==> config.mk <==
export PLATFORM = sky130hd
export DESIGN_NAME = wrap_ext64
export DESIGN_NICKNAME = d
export VERILOG_FILES = /design/src/rtl/wx_pkg.sv /design/src/rtl/wx_wrap_det.sv /design/src/rtl/wx_high_cnt.sv /design/src/rtl/wx_compose.sv /design/src/rtl/wrap_ext64.sv
export SDC_FILE = /design/constraint.sdc
export NUM_CORES = 1
export LEC_CHECK = 0
export BUFFER_PORTS_ARGS = -buffer_cell sky130_fd_sc_hd__buf_4
export CORE_ASPECT_RATIO = 0.75
export CORE_UTILIZATION = 40
export DETAILED_ROUTE_END_ITERATION = 7
export PLACE_DENSITY = 0.62
export SETUP_SLACK_MARGIN = 0.02
export SLEW_MARGIN = 10
export SYNTH_ARGS = -nofsm -noshare
export SYNTH_HDL_FRONTEND = slang
export SYNTH_HIERARCHICAL = 1
export SYNTH_SLANG_ARGS = --single-unit
==> constraint.sdc <==
create_clock -name clk -period 7.7 [get_ports clk]
set_input_delay 0.77 -clock clk [delete_from_list [all_inputs] [get_ports clk]]
set_output_delay 0.77 -clock clk [all_outputs]
set_load 0.05 [all_outputs]
==> src/rtl/wx_pkg.sv <==
package wx_pkg;
  localparam int unsigned WX_DEF_LOW_W  = 32;
  localparam int unsigned WX_DEF_HIGH_W = 32;
endpackage

==> src/rtl/wx_wrap_det.sv <==
module wx_wrap_det #(
  parameter int unsigned W = 32
) (
  input  logic         clk,
  input  logic         rst,
  input  logic         vld,
  input  logic [W-1:0] smp,
  output logic         wrap
);
  logic [W-1:0] prev_q;
  logic         prev_ok_q;

  always_ff @(posedge clk) begin
    if (rst) begin
      prev_q    <= '0;
      prev_ok_q <= 1'b0;
    end else if (vld) begin
      prev_q    <= smp;
      prev_ok_q <= 1'b1;
    end
  end

  // Count a wrap only when a stored sample exists and the new one is strictly smaller.
  assign wrap = vld && prev_ok_q && (prev_q > smp);

  assert_no_stale_prev_R6: assert property (@(posedge clk) rst |=> !prev_ok_q)
    else $error("stored sample survived reset");
  assert_prev_stored_R4: assert property (@(posedge clk) disable iff (rst)
    vld |=> (prev_ok_q && prev_q == $past(smp)))
    else $error("sample not stored");
  assert_first_no_wrap_R6: assert property (@(posedge clk) disable iff (rst)
    !prev_ok_q |-> !wrap)
    else $error("wrap counted with no stored sample");
endmodule

==> src/rtl/wx_high_cnt.sv <==
module wx_high_cnt #(
  parameter int unsigned W = 32
) (
  input  logic         clk,
  input  logic         rst,
  input  logic         inc,
  output logic [W-1:0] high_q,
  output logic [W-1:0] high_nx
);
  localparam logic [W-1:0] ONE = W'(1);

  assign high_nx = inc ? high_q + ONE : high_q;

  always_ff @(posedge clk) begin
    if (rst) high_q <= '0;
    else     high_q <= high_nx;
  end

  assert_high_reset_R1: assert property (@(posedge clk) rst |=> high_q == '0)
    else $error("high word not cleared");
  assert_high_hold_R5: assert property (@(posedge clk) disable iff (rst)
    !inc |=> $stable(high_q))
    else $error("high word moved without wrap");
  assert_high_roll_R8: assert property (@(posedge clk) disable iff (rst)
    (inc && high_q == '1) |=> high_q == '0)
    else $error("high word did not roll over");
endmodule

==> src/rtl/wx_compose.sv <==
module wx_compose #(
  parameter int unsigned LW = 32,
  parameter int unsigned HW = 32,
  localparam int unsigned OW = LW + HW
) (
  input  logic          clk,
  input  logic          rst,
  input  logic          vld,
  input  logic [HW-1:0] hi,
  input  logic [LW-1:0] lo,
  output logic          out_vld,
  output logic [OW-1:0] out_val
);
  always_ff @(posedge clk) begin
    if (rst) begin
      out_vld <= 1'b0;
      out_val <= '0;
    end else begin
      out_vld <= vld;
      if (vld) out_val <= {hi, lo};
    end
  end

  assert_vld_pulse_R2: assert property (@(posedge clk) disable iff (rst)
    vld |=> out_vld)
    else $error("missing output strobe");
  assert_idle_hold_R9: assert property (@(posedge clk) disable iff (rst)
    !vld |=> (!out_vld && $stable(out_val)))
    else $error("output changed without strobe");
endmodule

==> src/rtl/wrap_ext64.sv <==
module wrap_ext64 #(
  parameter int unsigned LOW_W  = wx_pkg::WX_DEF_LOW_W,
  parameter int unsigned HIGH_W = wx_pkg::WX_DEF_HIGH_W,
  localparam int unsigned OUT_W = LOW_W + HIGH_W
) (
  input  logic             clk,
  input  logic             rst,
  input  logic             smp_vld,
  input  logic [LOW_W-1:0] smp_val,
  input  logic             src_rdy,
  output logic             out_vld,
  output logic [OUT_W-1:0] out_val
);
  logic [LOW_W-1:0]  eff_smp;
  logic              wrap;
  logic [HIGH_W-1:0] high_q;
  logic [HIGH_W-1:0] high_nx;

  // Source not ready: the reading is zero.
  assign eff_smp = src_rdy ? smp_val : '0;

  wx_wrap_det #(.W(LOW_W)) u_det (
    .clk(clk), .rst(rst), .vld(smp_vld), .smp(eff_smp), .wrap(wrap)
  );

  wx_high_cnt #(.W(HIGH_W)) u_cnt (
    .clk(clk), .rst(rst), .inc(wrap), .high_q(high_q), .high_nx(high_nx)
  );

  wx_compose #(.LW(LOW_W), .HW(HIGH_W)) u_out (
    .clk(clk), .rst(rst), .vld(smp_vld), .hi(high_nx), .lo(eff_smp),
    .out_vld(out_vld), .out_val(out_val)
  );

  assert_out_reset_R1: assert property (@(posedge clk) rst |=> (!out_vld && out_val == '0))
    else $error("outputs not cleared");
  assert_low_half_R3: assert property (@(posedge clk) disable iff (rst)
    smp_vld |=> out_val[LOW_W-1:0] == $past(eff_smp))
    else $error("low half mismatch");
  assert_not_ready_zero_R7: assert property (@(posedge clk) disable iff (rst)
    (smp_vld && !src_rdy) |=> out_val[LOW_W-1:0] == '0)
    else $error("unready sample not zero");
  assert_out_high_R4: assert property (@(posedge clk) disable iff (rst)
    out_vld |-> out_val[OUT_W-1:LOW_W] == high_q)
    else $error("high half differs from counter");
endmodule

* Word level (Yosys, flattened, before mapping)
Cells that the tools add are included.
** Operators by class
- Reductions and logical operators :: 2
- $add $sub $neg :: 1
- $lt $le $gt $ge :: 1
- Mux-type cells :: 2
** Operators by type and width (count)
- 32-bit two-way mux :: 2
- 32-bit by 1-bit adder with 32-bit output, second input constant :: 1
- 32-bit greater-than comparator :: 1
- 1-bit logical AND :: 2
** Word-level totals
- Input bits :: 36
- Bits in registers :: 130
- Word-level logic and storage cells :: 11

* Logic depth before layout (Yosys ltp)
- Word-level depth :: 4
- Gate-level depth with buffers :: 17
- Depth with buffers taken out :: 14

* Modules after synthesis
Netlist, hierarchy kept.
** By module, submodules not included
- wx_compose :: cells an instance 208, area an instance 2311.0 um^2, times used 1
- wx_wrap_det :: cells an instance 219, area an instance 1970.6 um^2, times used 1
- wx_high_cnt :: cells an instance 197, area an instance 1635.3 um^2, times used 1
- wrap_ext64 :: cells an instance 35, area an instance 255.2 um^2, times used 1

* Worst setup path after synthesis
OpenSTA, ideal clock, no wires.
- Path kind :: input to register
- From :: input port src_rdy
- To :: register u_out.out_val[61]
- Stages :: 15
- Data arrival time :: 3.879 ns
- Data required time :: 7.635 ns
- Path buffers :: 2
- Slack :: 3.756 ns
- Cell sequence :: clkbuf_2 -> and2_2 -> inv_1 -> ha_1 -> nand4_2 -> nor4_2 -> o41ai_1 -> a21oi_1 -> nand4_2 -> or4_4 -> buf_6 -> or4_4 -> nand2_1 -> mux2i_1 -> nor2_1
** Between the ends
- Longest elaborated chain between the ends :: 4
** Ends and longest elaborated chain
- start, declared :: line wrap_ext64.sv:10 : input logic src_rdy,
- 32-bit two-way mux :: line wrap_ext64.sv:20 : assign eff_smp = src_rdy ? smp_val : '0;
- via eff_smp[30] :: line wrap_ext64.sv:14 : logic [LOW_W-1:0] eff_smp;
- 32-bit greater-than comparator :: line wx_wrap_det.sv:24 : assign wrap = vld && prev_ok_q && (prev_q > smp);
- 1-bit logical AND :: line wx_wrap_det.sv:24
- via wrap :: line wrap_ext64.sv:15 : logic wrap;
- 32-bit two-way mux :: line wx_high_cnt.sv:12 : assign high_nx = inc ? high_q + ONE : high_q;
- via high_nx[29] :: line wrap_ext64.sv:17 : logic [HIGH_W-1:0] high_nx;
- end signal, assigned :: line wx_compose.sv:20 : if (vld) out_val <= {hi, lo};
- end, declared :: line wx_compose.sv:12 : output logic [OW-1:0] out_val
The timed path passes the listed nets, and every way through them passes these cells.
A chain may end at the register's enable or synchronous reset.

* Worst setup path after layout
- From :: input port src_rdy
- To :: register u_out.out_val[50]
Same word-level chain as after synthesis.

==> Flow_metrics.wiki <==
{| class="wikitable"
! Metric !! Value
|-
| Run status || finished, final reports clean
|-
| Final Skew || 6.713 ps
|-
| # placed instances || between 900 and 1,000
|-
| Number of CTS-inserted buffers || 17
|-
| Yosys warns || 6
|-
| Growth of design area from synthesis to finish || 23.29%
|-
| Switching part of the total power || 0.2347
|-
| Width of the die || 145.4 um
|-
| H-tree lvl count || 4
|-
| Wire length per cell || 13.70 um
|-
| Wirelength, routed || roughly 13,000 um
|-
| Part of the total power dissipated in combinational logic || 0.091
|-
| Final count of hold timing violations || 0
|-
| Setup repair after global routing missed its margin || no
|-
| Clock power share || 0.503
|-
| Bufs on Longest Clock Path || 2
|-
| Net count, final || 816
|-
| Fraction of final layout cells sized beyond drive strength 1 || 0.2303
|-
| Diode insertion count for antenna repair || 0
|-
| Number of global-route vias before repair || 4,388
|-
| Std cell rows || 38
|-
| Die height || approximately 110 um
|-
| Sort of element at the end of the critical path || flop
|-
| Static power due to leakage || 0.003548 uW
|-
| Number of buffers inserted by port buffering || 100
|-
| Worst Path Required || 8050 ps
|-
| Final number of max-transition violations || 0
|-
| Biggest area contributors in the synthesized netlist || sky130_fd_sc_hd__dfxtp_1, sky130_fd_sc_hd__mux2i_1, sky130_fd_sc_hd__ha_1
|-
| Total via count in the routed design || 4,789
|-
| Number of resized instances in the post-cts repair step || 0
|-
| Sum of net half-perimeters after detailed placement || 8814 um
|-
| CTS Hold Buffers Added || 0
|-
| Arrival time at the worst endpoint || 5030 ps
|-
| Per-cell via count in the routed design || approximately 5.0
|-
| Final setup viols || 0
|-
| Mapped Nets || 728
|-
| Avg Cell Area, Syn || 9.366 sq um
|-
| Type of origin of the critical path || input pin
|-
| Portion of total power attributed to sequential cells || 0.406
|-
| Number of sinks on the clock net || 130
|-
| Post-layout minimum cycle time || 4684 ps
|-
| Multi-input combinational cell area || roughly 3200 sq um
|-
| Non-filler cells, final || 960
|-
| I/O pins || about 100
|-
| Post-layout instance area || 7610 sq um
|-
| Top cell type by total area after synthesis || sky130_fd_sc_hd__dfxtp_1
|-
| Worst rel slew slack || 0.3598
|-
| Clock tree from TritonCTS || done
|-
| Final ANT Viol Nets || 0
|-
| Cell area after synthesis || roughly 6200 sq um
|-
| Wire length of the first global-routing pass || between 20,000 and 25,000 um
|-
| Placed cell area || 6973 sq um
|-
| Final worst path period share || 0.6083
|-
| GP Congestion || roughly 0.75
|-
| Sequential cell area fraction in the yosys report || 0.4217
|-
| Peak ir drop on the vdd network || 164.2 uV
|-
| Initial core utilization || 0.4188
|-
| FF+latch count, synth || 130
|-
| Critical path fanouts, max || 32
|-
| Global Route Usage Sum || 0.1714
|-
| Maximum number of pins on one net before global-route repair || 92
|-
| GR Overflow Total || 0
|-
| Register cell area after layout || ~2600 sq um
|-
| Power dissipated by switching net loads || 401.9 uW
|-
| Die Footprint || roughly 16,000 sq um
|-
| Internal power consumption || ~1300 uW
|-
| Type of the worst setup path || in -> reg
|-
| Post CTS Setup Buffer Count || 0
|-
| TNS Setup || 0 ps
|-
| Achievable Freq || about 0.21 GHz
|-
| Gate count after technology mapping || 659
|-
| Transition at the pin with the smallest max-transition slack || 960.3 ps
|-
| Master cell of the clock root buffer || sky130_fd_sc_hd__clkbuf_16
|-
| Pre-Repair DR Iteration Count || 5
|-
| Max cap viols || 0
|-
| Skew-Pair Late Insertion Delay || 420 ps
|-
| Power density relative to cell area || 225.0 nW/um^2
|-
| Top cell type's share of synthesized area || 0.4217
|-
| Initial antenna violation count || 0
|-
| Hold Crit Class || reg -> reg
|-
| Area inside the core boundary || about 15,000 sq um
|-
| Final core utilization || 0.5163
|-
| Reg clk slew, reported paths || roughly 60 ps
|-
| Netlist cell types || 45
|-
| Final worst hold slack || 480.6 ps
|-
| # DRC || 0
|-
| DRT iter0 DRCs || 273
|-
| Filler cell count || around 1,400
|}
Yosys cell counts, drive strengths merged:
cell type / n
nor2: 102
nor3: 4
o211ai: 1
mux2i: 96
nand4b: 1
or4: 14
a21o: 5
nand4bb: 2
and4: 7
and3: 3
a21oi: 32
xor2: 6
or3: 2
a21boi: 1
xnor2: 5
and2: 33
a2111oi: 1
nand3b: 1
o31ai: 13
nor2b: 14
a211oi: 1
buf: 18
clkbuf: 15
a31o: 1
nand4: 13
a221o: 1
nor4: 2
ha: 33
nand2: 37
o21ai: 7
mux2: 2
inv: 36
nand3: 19
dfxtp: 130
o41ai: 1
logic make-up (layout without fill, tap and decap cells):
family,count (synthesis),in the layout,share of synthesized area
AOI/OAI and AO/OA,64,64,0.06467
xor gates and xnor gates,11,11,0.01561
adders and majority gates,33,33,0.06690
buffers and inverters,69,170,0.05676
DFF,130,130,0.4217
muxes,98,98,0.1593
and+or+nand+nor,254,254,0.2151
metal layers:
layer	part of all wire	global-route usage
met5	0	0
met4	0.0091	0.05639
met3	0.042	0.05519
met2	0.44	0.2593
met1	0.51	0.2309
final cells by class:
type	count	share of cell area
clock inverter	12	0.02368
sequential	130	0.3420
timing repair buffer	102	0.1006
multi-input combinational	460	0.4231
inverter	36	0.01776
tap	200	0.03288
clock buffer	20	0.06001
stage by stage:
| step | total power, uW | setup WS, ps |
|---|---|---|
| after CTS | 1735 | 3003 |
| final | 1712 | 3016 |
| after detailed placement | 865.1 | 2636 |
| after global routing | 1783 | 2621 |
| after global placement | 861.2 | 2753 |
| after floorplan | 824.3 | 3756 |
power by group through the flow:
stage / clock network [uW] / registers [uW] / logic, uW
5_1_grt: 915 / 697 / 171
2_1_floorplan: 0 / 733 / 91.5
4_1_cts: 883 / 695 / 156
3_5_place_dp: 0 / 710 / 155
3_3_place_gp: 0 / 709 / 152
6_report: 862 / 695 / 155
layout by cell type, fill, tap and decap left out, drive strengths merged, types with 5 or more instances in the layout:
cell type / n
a21oi: 32
inv: 37
a21o: 5
and4: 7
mux2i: 96
xor2: 6
clkinv: 5
and2: 33
nand4: 13
o31ai: 13
buf: 102
nand3: 19
ha: 33
or4: 14
nor2b: 14
dfxtp: 130
nor2: 102
xnor2: 5
nand2: 37
clkbuf: 20
o21ai: 7
sequential cells by signal, indices dropped and copies added (netlist names):
name             count
u_out/out_vld        1
u_cnt/high_q        32
u_out/out_val       64
u_det/prev_ok_q      1
u_det/prev_q        32
path summary, 6_finish.rpt:
check | cells after the start | slack [ps] | start | to
worst max-delay path | 14 | 3020 | src_rdy | u_out/out_val[50]
worst min-delay path | 2 | 480 | u_det/prev_ok_q | u_det/prev_ok_q
worst max register to register | 11 | 3590 | u_det/prev_q[27] | u_out/out_val[50]
worst min register to register | 2 | 480 | u_det/prev_ok_q | u_det/prev_ok_q
worst max-delay path, cell delays in order:
cell	delay, ps
sky130_fd_sc_hd__buf_4	250
sky130_fd_sc_hd__and2_2	220
sky130_fd_sc_hd__inv_1	50
sky130_fd_sc_hd__ha_1	310
sky130_fd_sc_hd__nand4_1	260
sky130_fd_sc_hd__nor4_2	400
sky130_fd_sc_hd__o41ai_1	170
sky130_fd_sc_hd__a21oi_1	480
sky130_fd_sc_hd__and4_1	350
sky130_fd_sc_hd__nand4_1	690
sky130_fd_sc_hd__or4_1	770
sky130_fd_sc_hd__nand2_1	90
sky130_fd_sc_hd__mux2i_1	70
sky130_fd_sc_hd__nor2_1	130
Note: power is estimated with default switching activity, not from simulation.
